File: config.mk
export PLATFORM = sky130hd
export DESIGN_NAME = alu_core
export DESIGN_NICKNAME = d
export VERILOG_FILES = /design/src/rtl/alu_pkg.sv /design/src/rtl/alu_ctrl.sv /design/src/rtl/alu_slice.sv /design/src/rtl/alu_datapath.sv /design/src/rtl/alu_core.sv
export SDC_FILE = /design/constraint.sdc
export NUM_CORES = 1
export LEC_CHECK = 0
export CAP_MARGIN = 15
export CELL_PAD_IN_SITES_DETAIL_PLACEMENT = 1
export CELL_PAD_IN_SITES_GLOBAL_PLACEMENT = 1
export CORE_UTILIZATION = 40
export DETAILED_ROUTE_END_ITERATION = 8
export GPL_TIMING_DRIVEN = 0
export PLACE_DENSITY_LB_ADDON = 0.15
export RECOVER_POWER = 25
export SLEW_MARGIN = 20
export SYNTH_ARGS = -nofsm -noshare
export SYNTH_HDL_FRONTEND = slang
export SYNTH_SLANG_ARGS = --single-unit
export TNS_END_PERCENT = 20
File: constraint.sdc
create_clock -name vclk -period 68.8
set_input_delay 20.64 -clock vclk [all_inputs]
set_output_delay 20.64 -clock vclk [all_outputs]
set_load 0.005 [all_outputs]
File: src/rtl/alu_pkg.sv
package alu_pkg;

  typedef enum logic [1:0] {
    SEL_AND  = 2'b00,
    SEL_OR   = 2'b01,
    SEL_SUM  = 2'b10,
    SEL_LESS = 2'b11
  } sel_e;

  localparam logic [3:0] OP_AND = 4'b0000;
  localparam logic [3:0] OP_OR  = 4'b0001;
  localparam logic [3:0] OP_ADD = 4'b0010;
  localparam logic [3:0] OP_SUB = 4'b0110;
  localparam logic [3:0] OP_SLT = 4'b0111;
  localparam logic [3:0] OP_NOR = 4'b1100;

  // Strobes from the decoder to the slice row
  typedef struct packed {
    logic invA;
    logic invB;
    logic carryIn;
    sel_e sel;
    logic opValid;
    logic arith;
  } ctrl_t;

endpackage

File: src/rtl/alu_ctrl.sv
module alu_ctrl
  import alu_pkg::*;
(
  input  logic [3:0] opCode,
  output ctrl_t      strobes
);

  always_comb begin
    strobes = '0;
    case (opCode)
      OP_AND, OP_OR, OP_ADD, OP_SUB, OP_SLT, OP_NOR: begin
        strobes.invA    = opCode[3];
        strobes.invB    = opCode[2];
        strobes.carryIn = opCode[2];
        strobes.sel     = sel_e'(opCode[1:0]);
        strobes.opValid = 1'b1;
        strobes.arith   = (opCode[1:0] == 2'b10);
      end
      default: strobes = '0;
    endcase
  end

endmodule

File: src/rtl/alu_slice.sv
module alu_slice
  import alu_pkg::*;
(
  input  logic a,
  input  logic b,
  input  logic invA,
  input  logic invB,
  input  logic carryIn,
  input  logic less,
  input  sel_e sel,
  output logic sum,
  output logic carryOut,
  output logic result
);

  logic aEff;
  logic bEff;

  assign aEff     = a ^ invA;
  assign bEff     = b ^ invB;
  assign sum      = aEff ^ bEff ^ carryIn;
  assign carryOut = (aEff & bEff) | (aEff & carryIn) | (bEff & carryIn);

  always_comb begin
    case (sel)
      SEL_AND:  result = aEff & bEff;
      SEL_OR:   result = aEff | bEff;
      SEL_SUM:  result = sum;
      SEL_LESS: result = less;
      default:  result = 1'b0;
    endcase
  end

endmodule

File: src/rtl/alu_datapath.sv
module alu_datapath
  import alu_pkg::*;
#(
  parameter int W = 32
) (
  input  logic [W-1:0] a,
  input  logic [W-1:0] b,
  input  ctrl_t        strobes,
  output logic [W-1:0] result,
  output logic         zeroFlag,
  output logic         carryOut,
  output logic         overflow
);

  localparam int MSB = W - 1;

  logic [W-1:0] rawRes;
  logic         setBit;
  logic         ovfRaw;
  logic         msbCarryIn;
  logic         msbCarryOut;

  for (genvar i = 0; i < W; i++) begin : sliceGen
    logic cIn;
    logic cOut;
    logic sliceSum;
    logic lessIn;

    if (i == 0) begin : firstSlice
      assign cIn    = strobes.carryIn;
      assign lessIn = setBit;
    end else begin : innerSlice
      assign cIn    = sliceGen[i-1].cOut;
      assign lessIn = 1'b0;
    end

    alu_slice u_slice (
      .a       (a[i]),
      .b       (b[i]),
      .invA    (strobes.invA),
      .invB    (strobes.invB),
      .carryIn (cIn),
      .less    (lessIn),
      .sel     (strobes.sel),
      .sum     (sliceSum),
      .carryOut(cOut),
      .result  (rawRes[i])
    );
  end

  assign msbCarryIn  = sliceGen[MSB].cIn;
  assign msbCarryOut = sliceGen[MSB].cOut;
  assign ovfRaw      = msbCarryIn ^ msbCarryOut;
  // Sign of a-b, flipped when the subtraction overflowed
  assign setBit      = sliceGen[MSB].sliceSum ^ ovfRaw;

  assign result   = strobes.opValid ? rawRes : '0;
  assign zeroFlag = ~|result;
  assign carryOut = strobes.arith & msbCarryOut;
  assign overflow = strobes.arith & ovfRaw;

endmodule

File: src/rtl/alu_core.sv
module alu_core
  import alu_pkg::*;
#(
  parameter int W = 32
) (
  input  logic [W-1:0] a,
  input  logic [W-1:0] b,
  input  logic [3:0]   opCode,
  output logic [W-1:0] result,
  output logic         zeroFlag,
  output logic         carryOut,
  output logic         overflow
);

  ctrl_t strobes;

  alu_ctrl u_ctrl (
    .opCode (opCode),
    .strobes(strobes)
  );

  alu_datapath #(.W(W)) u_datapath (
    .a       (a),
    .b       (b),
    .strobes (strobes),
    .result  (result),
    .zeroFlag(zeroFlag),
    .carryOut(carryOut),
    .overflow(overflow)
  );

endmodule

# After elaboration in Yosys (flattened, before gate mapping)
# Cells that the tools add are included.
[word_totals]
output_inout_bits = 35
inputBits = 68
reg_bits = 0
word_cells = 372
[classes]
bitwise = 324
n_eq_ne = 9
reduce_logical = 5
mux = 34
[op_table]
columns = ["operator", "count"]
rows = [
  ["XOR 1 bit", 130],
  ["case mux 1 bit (4 select lines)", 32],
  ["bitwise AND 1 bit", 98],
  ["bitwise OR 1 bit", 96],
  ["2-to-1 mux 32 bit", 1],
  ["OR reduction 32 bit", 1],
  ["equality test 4 x 3 -> 1 bit (second input constant)", 2],
  ["2-to-1 mux 7 bit", 1],
  ["equality test 2 bit (second input constant)", 3],
  ["OR reduction 6 bit", 1],
  ["equality test 4 x 1 -> 1 bit (second input constant)", 1],
  ["equality test 4 x 2 -> 1 bit (second input constant)", 1],
  ["equality test 4 bit (second input constant)", 1],
  ["logical NOT 4 bit", 1],
  ["equality test 2 x 1 -> 1 bit (second input constant)", 1],
  ["logical NOT 2 bit", 1],
  ["logical NOT 1 bit", 1],
]

# Depth between registers and ports, before layout
# Gate-level depths: netlist of run 1.
[depth]
depth_word = 106
depth_mapped = 44

# Modules after synthesis
# From an unflattened synthesis of run 1, not the netlist that was laid out.
[hier_totals]
cells_unflattened = 448
hier_area_um2 = 3875.0
[by_module_without_submodules]
columns = ["mod", "cells_each", "n_inst", "area_each_um2"]
rows = [
  ["alu_slice", 12, 32, 107.6],
  ["alu_datapath", 51, 1, 340.3],
  ["alu_ctrl", 13, 1, 91.3],
]

# Worst setup path after synthesis of run 1
# OpenSTA, ideal clock, no wires.
[synth_timing]
path_type = "input port to output port"
start = "in opCode[3]"
end = "out zeroFlag"
path_slack_ns = 13.166
arrival_ns = 34.994
required_ns = 48.160
path_stages = 44
path_cell_list = "clkbuf_1 buf_2 and4_1 buf_2 buf_2 xor2_1 inv_1 fa_1 fa_1 fa_1 fa_1 fa_1 fa_1 fa_1 fa_1 fa_1 fa_1 fa_1 [... 8 more ...] fa_1 fa_1 fa_1 fa_1 fa_1 fa_1 fa_1 fa_1 fa_1 fa_1 fa_1 fa_1 nor4bb_1 a311o_1 nand4_1 nor4_1 a41oi_1 a211oi_1"
[synth_via]
elab_chain_cells = 106
word_cells_on_any_way = 369
cone_classes = "8 x eq/ne; 34 x mux; 322 x bitwise; 5 x reduce/logical"
[synth_rtl]
columns = ["item", "line_no", "source"]
rows = [
  ["start, declared", "alu_core.sv:8", "input logic [3:0] opCode,"],
  ["equality test 4 x 1 -> 1 bit, or another cell as far along", "alu_ctrl.sv:10", "case (opCode)"],
  ["OR reduction 6 bit", "alu_ctrl.sv:10", ""],
  ["2-to-1 mux 7 bit (*)", "alu_ctrl.sv:10", ""],
  ["XOR 1 bit, on equally long branches", "alu_slice.sv:19, alu_slice.sv:20", ""],
  ["bitwise AND 1 bit, on equally long branches", "alu_slice.sv:22, alu_slice.sv:26", ""],
  ["bitwise OR 1 bit (2 in series)", "alu_slice.sv:22", "assign carryOut = (aEff & bEff) | (aEff & carryIn) | (bEff & carryIn);"],
  ["bitwise AND 1 bit", "alu_slice.sv:22", ""],
  ["bitwise OR 1 bit (2 in series)", "alu_slice.sv:22", ""],
  ["[... 87 more ...]", "--", ""],
  ["bitwise AND 1 bit", "alu_slice.sv:22", ""],
  ["bitwise OR 1 bit (2 in series)", "alu_slice.sv:22", ""],
  ["XOR 1 bit", "alu_datapath.sv:53", "assign ovfRaw = msbCarryIn ^ msbCarryOut;"],
  ["XOR 1 bit", "alu_datapath.sv:55", "assign setBit = sliceGen[MSB].sliceSum ^ ovfRaw;"],
  ["case mux 1 bit (4 select lines)", "alu_slice.sv:25", "case (sel)"],
  ["2-to-1 mux 32 bit (*)", "alu_datapath.sv:57", "assign result = strobes.opValid ? rawRes : '0;"],
  ["OR reduction 32 bit (*)", "alu_datapath.sv:58", "assign zeroFlag = ~|result;"],
  ["logical NOT 1 bit (*)", "alu_datapath.sv:58", ""],
  ["end, declared", "alu_core.sv:10", "output logic zeroFlag,"],
]
# Every way passes the cells marked *; elsewhere a longest branch is shown, timed or not.

# Worst setup path after layout of run 1
# Same ends and word-level chain as after synthesis.

==> results.yml, run 1 <==
run_status:
  status: "completed"
setup_path:
  timing.critical_path.max_delay_family: "adder cells"
  timing.setup.critical_path_class: "in -> out"
  critical_path_buf_inv_count: 7
  worst_path_most_repeated_cell: "sky130_fd_sc_hd__fa_1"
  cp_data_required_time_ps: 48160
  timing.critical_path.fanout_max: 10
  critPathSlowestCell: "sky130_fd_sc_hd__dlygate4sd3_1"
  startpoint_type: "primary input"
  startpoint: "opCode[3]"
  cpPeakStageDelay_ps: 720
  critical_path_arrival_ps: 39140
  endpoint_kind: "output pin"
floorplan:
  core-area_mm2: 0.00937
  row_count: 35
  floorplan.die_area_mm2: 0.0102
  die_w_um: 101
  initial_utilization: 0.419
  floorplan.io_pins: 103
  die_height_um: 101
route:
  via_count: 3856
  detail_route.wl_per_cell_um: 21.3
  detail_route.drc_violations: 0
  wl_um: 14700
  vias_per_cell: 5.60
  firstDrtPassIters: 4
  initialDrtViolationCount: 158
  antenna_violating_nets_post_route: 0
power_and_ir_drop:
  cellLeakagePower_nw: 2.30
  netSwitchingPower_mw: 0.0236
  power.density_cell_area_mw_per_mm2: 8.69
  vdd.ir_drop.worst_mv: 0.00437
  internal_power_mw: 0.0208
  power.share.clock: 0
  overall_power_mw: 0.0444
  netSwitchingFraction: 0.532
  combPwrFrac: 1.000
  power.share.sequential: 0
synth:
  synth_warnings: 0
  yosys.area.top_type: "sky130_fd_sc_hd__ha_1"
  avgSynthCellArea_um2: 8.58
  synth_top_area_frac: 0.204
  most_frequently_used_cell_type_in_the_post_synthesis_netlist: "sky130_fd_sc_hd__inv_1"
  synth_area_leaders: "sky130_fd_sc_hd__ha_1, sky130_fd_sc_hd__fa_1, sky130_fd_sc_hd__inv_1"
  synth_commonest_cells: "sky130_fd_sc_hd__inv_1, sky130_fd_sc_hd__ha_1, sky130_fd_sc_hd__xnor2_1, sky130_fd_sc_hd__xor2_1, sky130_fd_sc_hd__fa_1"
  syn_area_mm2: 0.00392
  mappedNetlistNets: 621
  syn-instance-count: 457
  seq_area_frac_synth: 0
  synth_cell_types: 63
timing:
  setup_viol_count_final: 0
  finalHoldViolCount: 0
  period_minus_slack_ps: 59780
  slew_viol_final: 0
  fraction_of_the_cycle_the_final_worst_path_needs: 0.869
  timing.fmax_ghz: 0.0167
  slew-limit-headroom: 0.406
  rsz0062_at_grt: "no"
  worstMarginPinSlew_ps: 891
  totalNegativeSetupSlack_ps: 0
placed_design:
  numPortBuffers: 103
  gpl.final_weighted_congestion: 0.977
  detailedPlacementHpwl_um: 12200
clock_tree:
  post_cts_resize_count: 0
  hold_bufs_inserted_after_cts: 0
  number_of_buffers_inserted_by_post_cts_setup_repair: 0
finish:
  sequential_cell_area_um2: 0
  seq_cells: 0
  fraction_of_final_layout_cells_sized_beyond_drive_strength_1: 0.0607
  nClkBuffers: 0
  design.final.nets: 726
  syn_to_final_growth_pct: 30.3
  antenna_cells_inserted: 0
worst_hold_path:
  hp-class: "in -> out"
  worst_hold_endpoint: "result[30]"
  worst_hold_path.num_cells: 4
  worstHoldStart: "opCode[1]"
grt:
  maximum_number_of_pins_on_one_net_before_global_route_repair: 11
  globalRouteOverflowTotal: 0
  via_count_of_the_first_global_routing_pass: 4166
  total_global_route_track_usage: 0.290
  grt_pass1_wl_um: 22400
  antenna_violations_before_repair: 0
job:
  drv_cap: 0
[kinds of logic (layout without fill, tap and decap cells)]
logic type | Yosys count | after routing | synth area share
compound gates | 88 | 88 | 0.188
xor+xnor | 66 | 66 | 0.147
fa+ha+maj | 96 | 96 | 0.367
buf+inv | 121 | 224 | 0.131
mux | 3 | 3 | 0.00957
simple gates | 83 | 83 | 0.156
[layout make-up]
class                      instances  area [µm²]
inverter                          88         330
multi-input combinational        336        3410
buffer                            33         181
timing repair buffer             103        1030
fill                            1127        4260
tap                              129         161
[cell usage in the layout, fill, tap and decap left out, types with 11 or more instances in the layout]
| master | netlist | final |
|---|---|---|
| sky130_fd_sc_hd__fa_1 | 32 | 32 |
| sky130_fd_sc_hd__a311o_1 | 20 | 20 |
| sky130_fd_sc_hd__buf_2 | 15 | 12 |
| sky130_fd_sc_hd__inv_1 | 87 | 87 |
| sky130_fd_sc_hd__nor2_1 | 13 | 13 |
| sky130_fd_sc_hd__xor2_1 | 33 | 33 |
| sky130_fd_sc_hd__ha_1 | 64 | 64 |
| sky130_fd_sc_hd__nor4bb_1 | 20 | 20 |
| sky130_fd_sc_hd__xnor2_1 | 33 | 33 |
| sky130_fd_sc_hd__clkbuf_1 | 8 | 11 |
| sky130_fd_sc_hd__a211oi_1 | 20 | 20 |
| sky130_fd_sc_hd__clkdlybuf4s50_1 | 0 | 98 |
[per-layer routing]
| layer | vias up | routed length, µm | global-route usage |
|---|---|---|---|
| li1 | 1767 | - | - |
| met1 | 1902 | 6280 | 0.369 |
| met2 | 156 | 7130 | 0.517 |
| met3 | 31 | 791 | 0.0257 |
| met4 | 0 | 459 | 0.0925 |
| met5 | - | 0 | 0 |
[worst min-delay path: stages]
cell and delay, ps:
sky130_fd_sc_hd__clkdlybuf4s50_1 530, sky130_fd_sc_hd__inv_1 210, sky130_fd_sc_hd__o41ai_1 120, sky130_fd_sc_hd__clkdlybuf4s50_1 450
[power groups by stage]
stage | registers (mW) | clock network [mW] | logic, mW
2_1_floorplan | 0 | 0 | 0.0253
3_3_place_gp | 0 | 0 | 0.0427
3_5_place_dp | 0 | 0 | 0.0441
4_1_cts | 0 | 0 | 0.0443
5_1_grt | 0 | 0 | 0.0484
6_report | 0 | 0 | 0.0444
[worst max path at each step]
stage | end | depth (start not counted)
2_1_floorplan | zeroFlag | 44
3_3_place_gp | zeroFlag | 46
3_5_place_dp | zeroFlag | 46
4_1_cts | zeroFlag | 46
5_1_grt | zeroFlag | 46
6_report | zeroFlag | 46
[metrics by stage]
| step | hold WS (ps) | area, µm² | utilization | worst slack, ps | instances |
|---|---|---|---|---|---|
| 6_report | 42590 | 5110 | 0.545 | 9020 | 689 |
| 5_1_grt | 42650 | 5110 | 0.545 | 8630 | 689 |
| 4_1_cts | 42580 | 5110 | 0.546 | 9920 | 689 |
| 3_5_place_dp | 42570 | 5110 | 0.546 | 9950 | 689 |
| 3_3_place_gp | 42580 | 5110 | 0.546 | 10080 | 689 |
| 2_1_floorplan | 41470 | 3920 | - | 13170 | 457 |
(Power assumes the default switching activity.)
==> run 2, diff against run 1 <==
--- a/config.mk
+++ b/config.mk
@@ -5,6 +5,7 @@
 export SDC_FILE = /design/constraint.sdc
 export NUM_CORES = 1
 export LEC_CHECK = 0
+export ABC_CLOCK_PERIOD_IN_PS = 68800
 export CAP_MARGIN = 15
 export CELL_PAD_IN_SITES_DETAIL_PLACEMENT = 1
 export CELL_PAD_IN_SITES_GLOBAL_PLACEMENT = 1
@@ -13,6 +14,7 @@
 export GPL_TIMING_DRIVEN = 0
 export PLACE_DENSITY_LB_ADDON = 0.15
 export RECOVER_POWER = 25
+export REMOVE_ABC_BUFFERS = 1
 export SLEW_MARGIN = 20
 export SYNTH_ARGS = -nofsm -noshare
 export SYNTH_HDL_FRONTEND = slang
==> run 2 against run 1 <==
Non-clock buffer count is 29 lower. Worst setup slack better by 1100 ps. Clock-buffer cell count stayed put. Via count is 6.4% lower. First-iteration DRC count is 12% lower. Final area is 1.9% lower. Flip-flop and latch count stayed put. Worst hold slack worse by 440 ps. Critical path type unchanged. Critical endpoint unchanged.
==> results.yml, run 2 (same netlist as run 1, synthesis figures left out) <==
run_status:
  status: "completed"
finish:
  commonest_cells_after_routing_fill_and_taps_aside: "sky130_fd_sc_hd__clkdlybuf4s50_1, sky130_fd_sc_hd__inv_1, sky130_fd_sc_hd__ha_1, sky130_fd_sc_hd__xnor2_1, sky130_fd_sc_hd__xor2_1"
  multiInputGateArea_mm2: 0.00341
  final.fill_count: 1147
  design.final.nets: 697
  sequential_cell_area_um2: 0
  antenna_cells_inserted: 0
  fraction_of_final_layout_cells_sized_beyond_drive_strength_1: 0.0433
  seq_cells: 0
  syn_to_final_growth_pct: 27.9
  most_frequent_standard_cell_in_the_layout_excluding_fill_and_tap_cells: "sky130_fd_sc_hd__clkdlybuf4s50_1"
  nClkBuffers: 0
grt:
  via_count_of_the_first_global_routing_pass: 3871
  grt_pass1_wl_um: 19700
  total_global_route_track_usage: 0.243
  globalRouteOverflowTotal: 0
  maximum_number_of_pins_on_one_net_before_global_route_repair: 44
  antenna_violations_before_repair: 0
setup_path:
  critPathSlowestCell: "sky130_fd_sc_hd__dlygate4sd3_1"
  critical_path_arrival_ps: 38070
  cp_data_required_time_ps: 48160
  startpoint_type: "primary input"
  startpoint: "opCode[2]"
  endpoint_kind: "output pin"
  worst_path_most_repeated_cell: "sky130_fd_sc_hd__fa_1"
  timing.critical_path.fanout_max: 20
  cpPeakStageDelay_ps: 1170
  timing.setup.critical_path_class: "in -> out"
clock_tree:
  post_cts_resize_count: 0
  hold_bufs_inserted_after_cts: 0
  number_of_buffers_inserted_by_post_cts_setup_repair: 0
route:
  detail_route.wl_per_cell_um: 18.4
  antenna_violating_nets_post_route: 0
  via_count: 3609
  firstDrtPassIters: 4
  initialDrtViolationCount: 139
  detail_route.drc_violations: 0
  vias_per_cell: 5.47
  wl_um: 12200
floorplan:
  die_height_um: 101
  die_w_um: 101
  floorplan.io_pins: 103
  initial_utilization: 0.419
  row_count: 35
  floorplan.die_area_mm2: 0.0102
  core-area_mm2: 0.00937
timing:
  fraction_of_the_cycle_the_final_worst_path_needs: 0.853
  totalNegativeSetupSlack_ps: 0
  slew_viol_final: 0
  worstMarginPinSlew_ps: 973
  rsz0062_at_grt: "no"
  finalHoldViolCount: 0
  slew-limit-headroom: 0.350
  timing.fmax_ghz: 0.0170
  setup_viol_count_final: 0
  period_minus_slack_ps: 58710
placed_design:
  numPortBuffers: 103
  gpl.final_weighted_congestion: 0.820
  detailedPlacementHpwl_um: 9620
worst_hold_path:
  worst_hold_path.num_cells: 4
  worstHoldStart: "opCode[3]"
  hp-class: "in -> out"
power_and_ir_drop:
  vdd.ir_drop.worst_mv: 0.00326
  overall_power_mw: 0.0409
  power.density_cell_area_mw_per_mm2: 8.15
  cellLeakagePower_nw: 2.24
job:
  drv_cap: 0
==> run 2: through the flow <==
step / cells / hold WS [ps] / cell area, µm² / setup slack [ps] / util
after floorplan: 424 / 41310 / 3740 / 12910 / -
after global placement: 656 / 42600 / 4930 / 9160 / 0.526
after detailed placement: 660 / 42150 / 5020 / 10540 / 0.535
after CTS: 660 / 42150 / 5020 / 10480 / 0.535
after global routing: 660 / 42200 / 5020 / 9450 / 0.535
final: 660 / 42150 / 5020 / 10090 / 0.535
==> run 2: worst max-delay path: cells and delay by family <==
kind | cells | cell delay (ps)
adders and majority gates | 31 | 12820
AOI/OAI and AO/OA | 4 | 870
and+or+nand+nor | 4 | 1690
xor gates and xnor gates | 1 | 320
buffers and inverters | 2 | 1700
==> run 2: final timing paths <==
check        to  slack [ps]
max    zeroFlag       10090
min    overflow       42150
==> run 2: report_power, final <==
group | switching, mW | internal, mW | total [mW]
sequential | 0 | 0 | 0
clock | 0 | 0 | 0
combinational | 0.0212 | 0.0197 | 0.0409
==> run 2: final cells by class <==
| class | instances | area share |
|---|---|---|
| inverters | 88 | 0.0659 |
| multi-input cells | 336 | 0.680 |
| well taps | 129 | 0.0322 |
| repair buffers | 107 | 0.222 |
==> run 2: layer usage <==
layer / part of all wire / GRT usage / vias to the layer above
met1: 0.42 / 0.299 / 1779
met2: 0.53 / 0.477 / 105
met4: 0.013 / 0.0346 / 0
met3: 0.038 / 0.00763 / 12
met5: 0 / 0 / -
li1: - / - / 1713
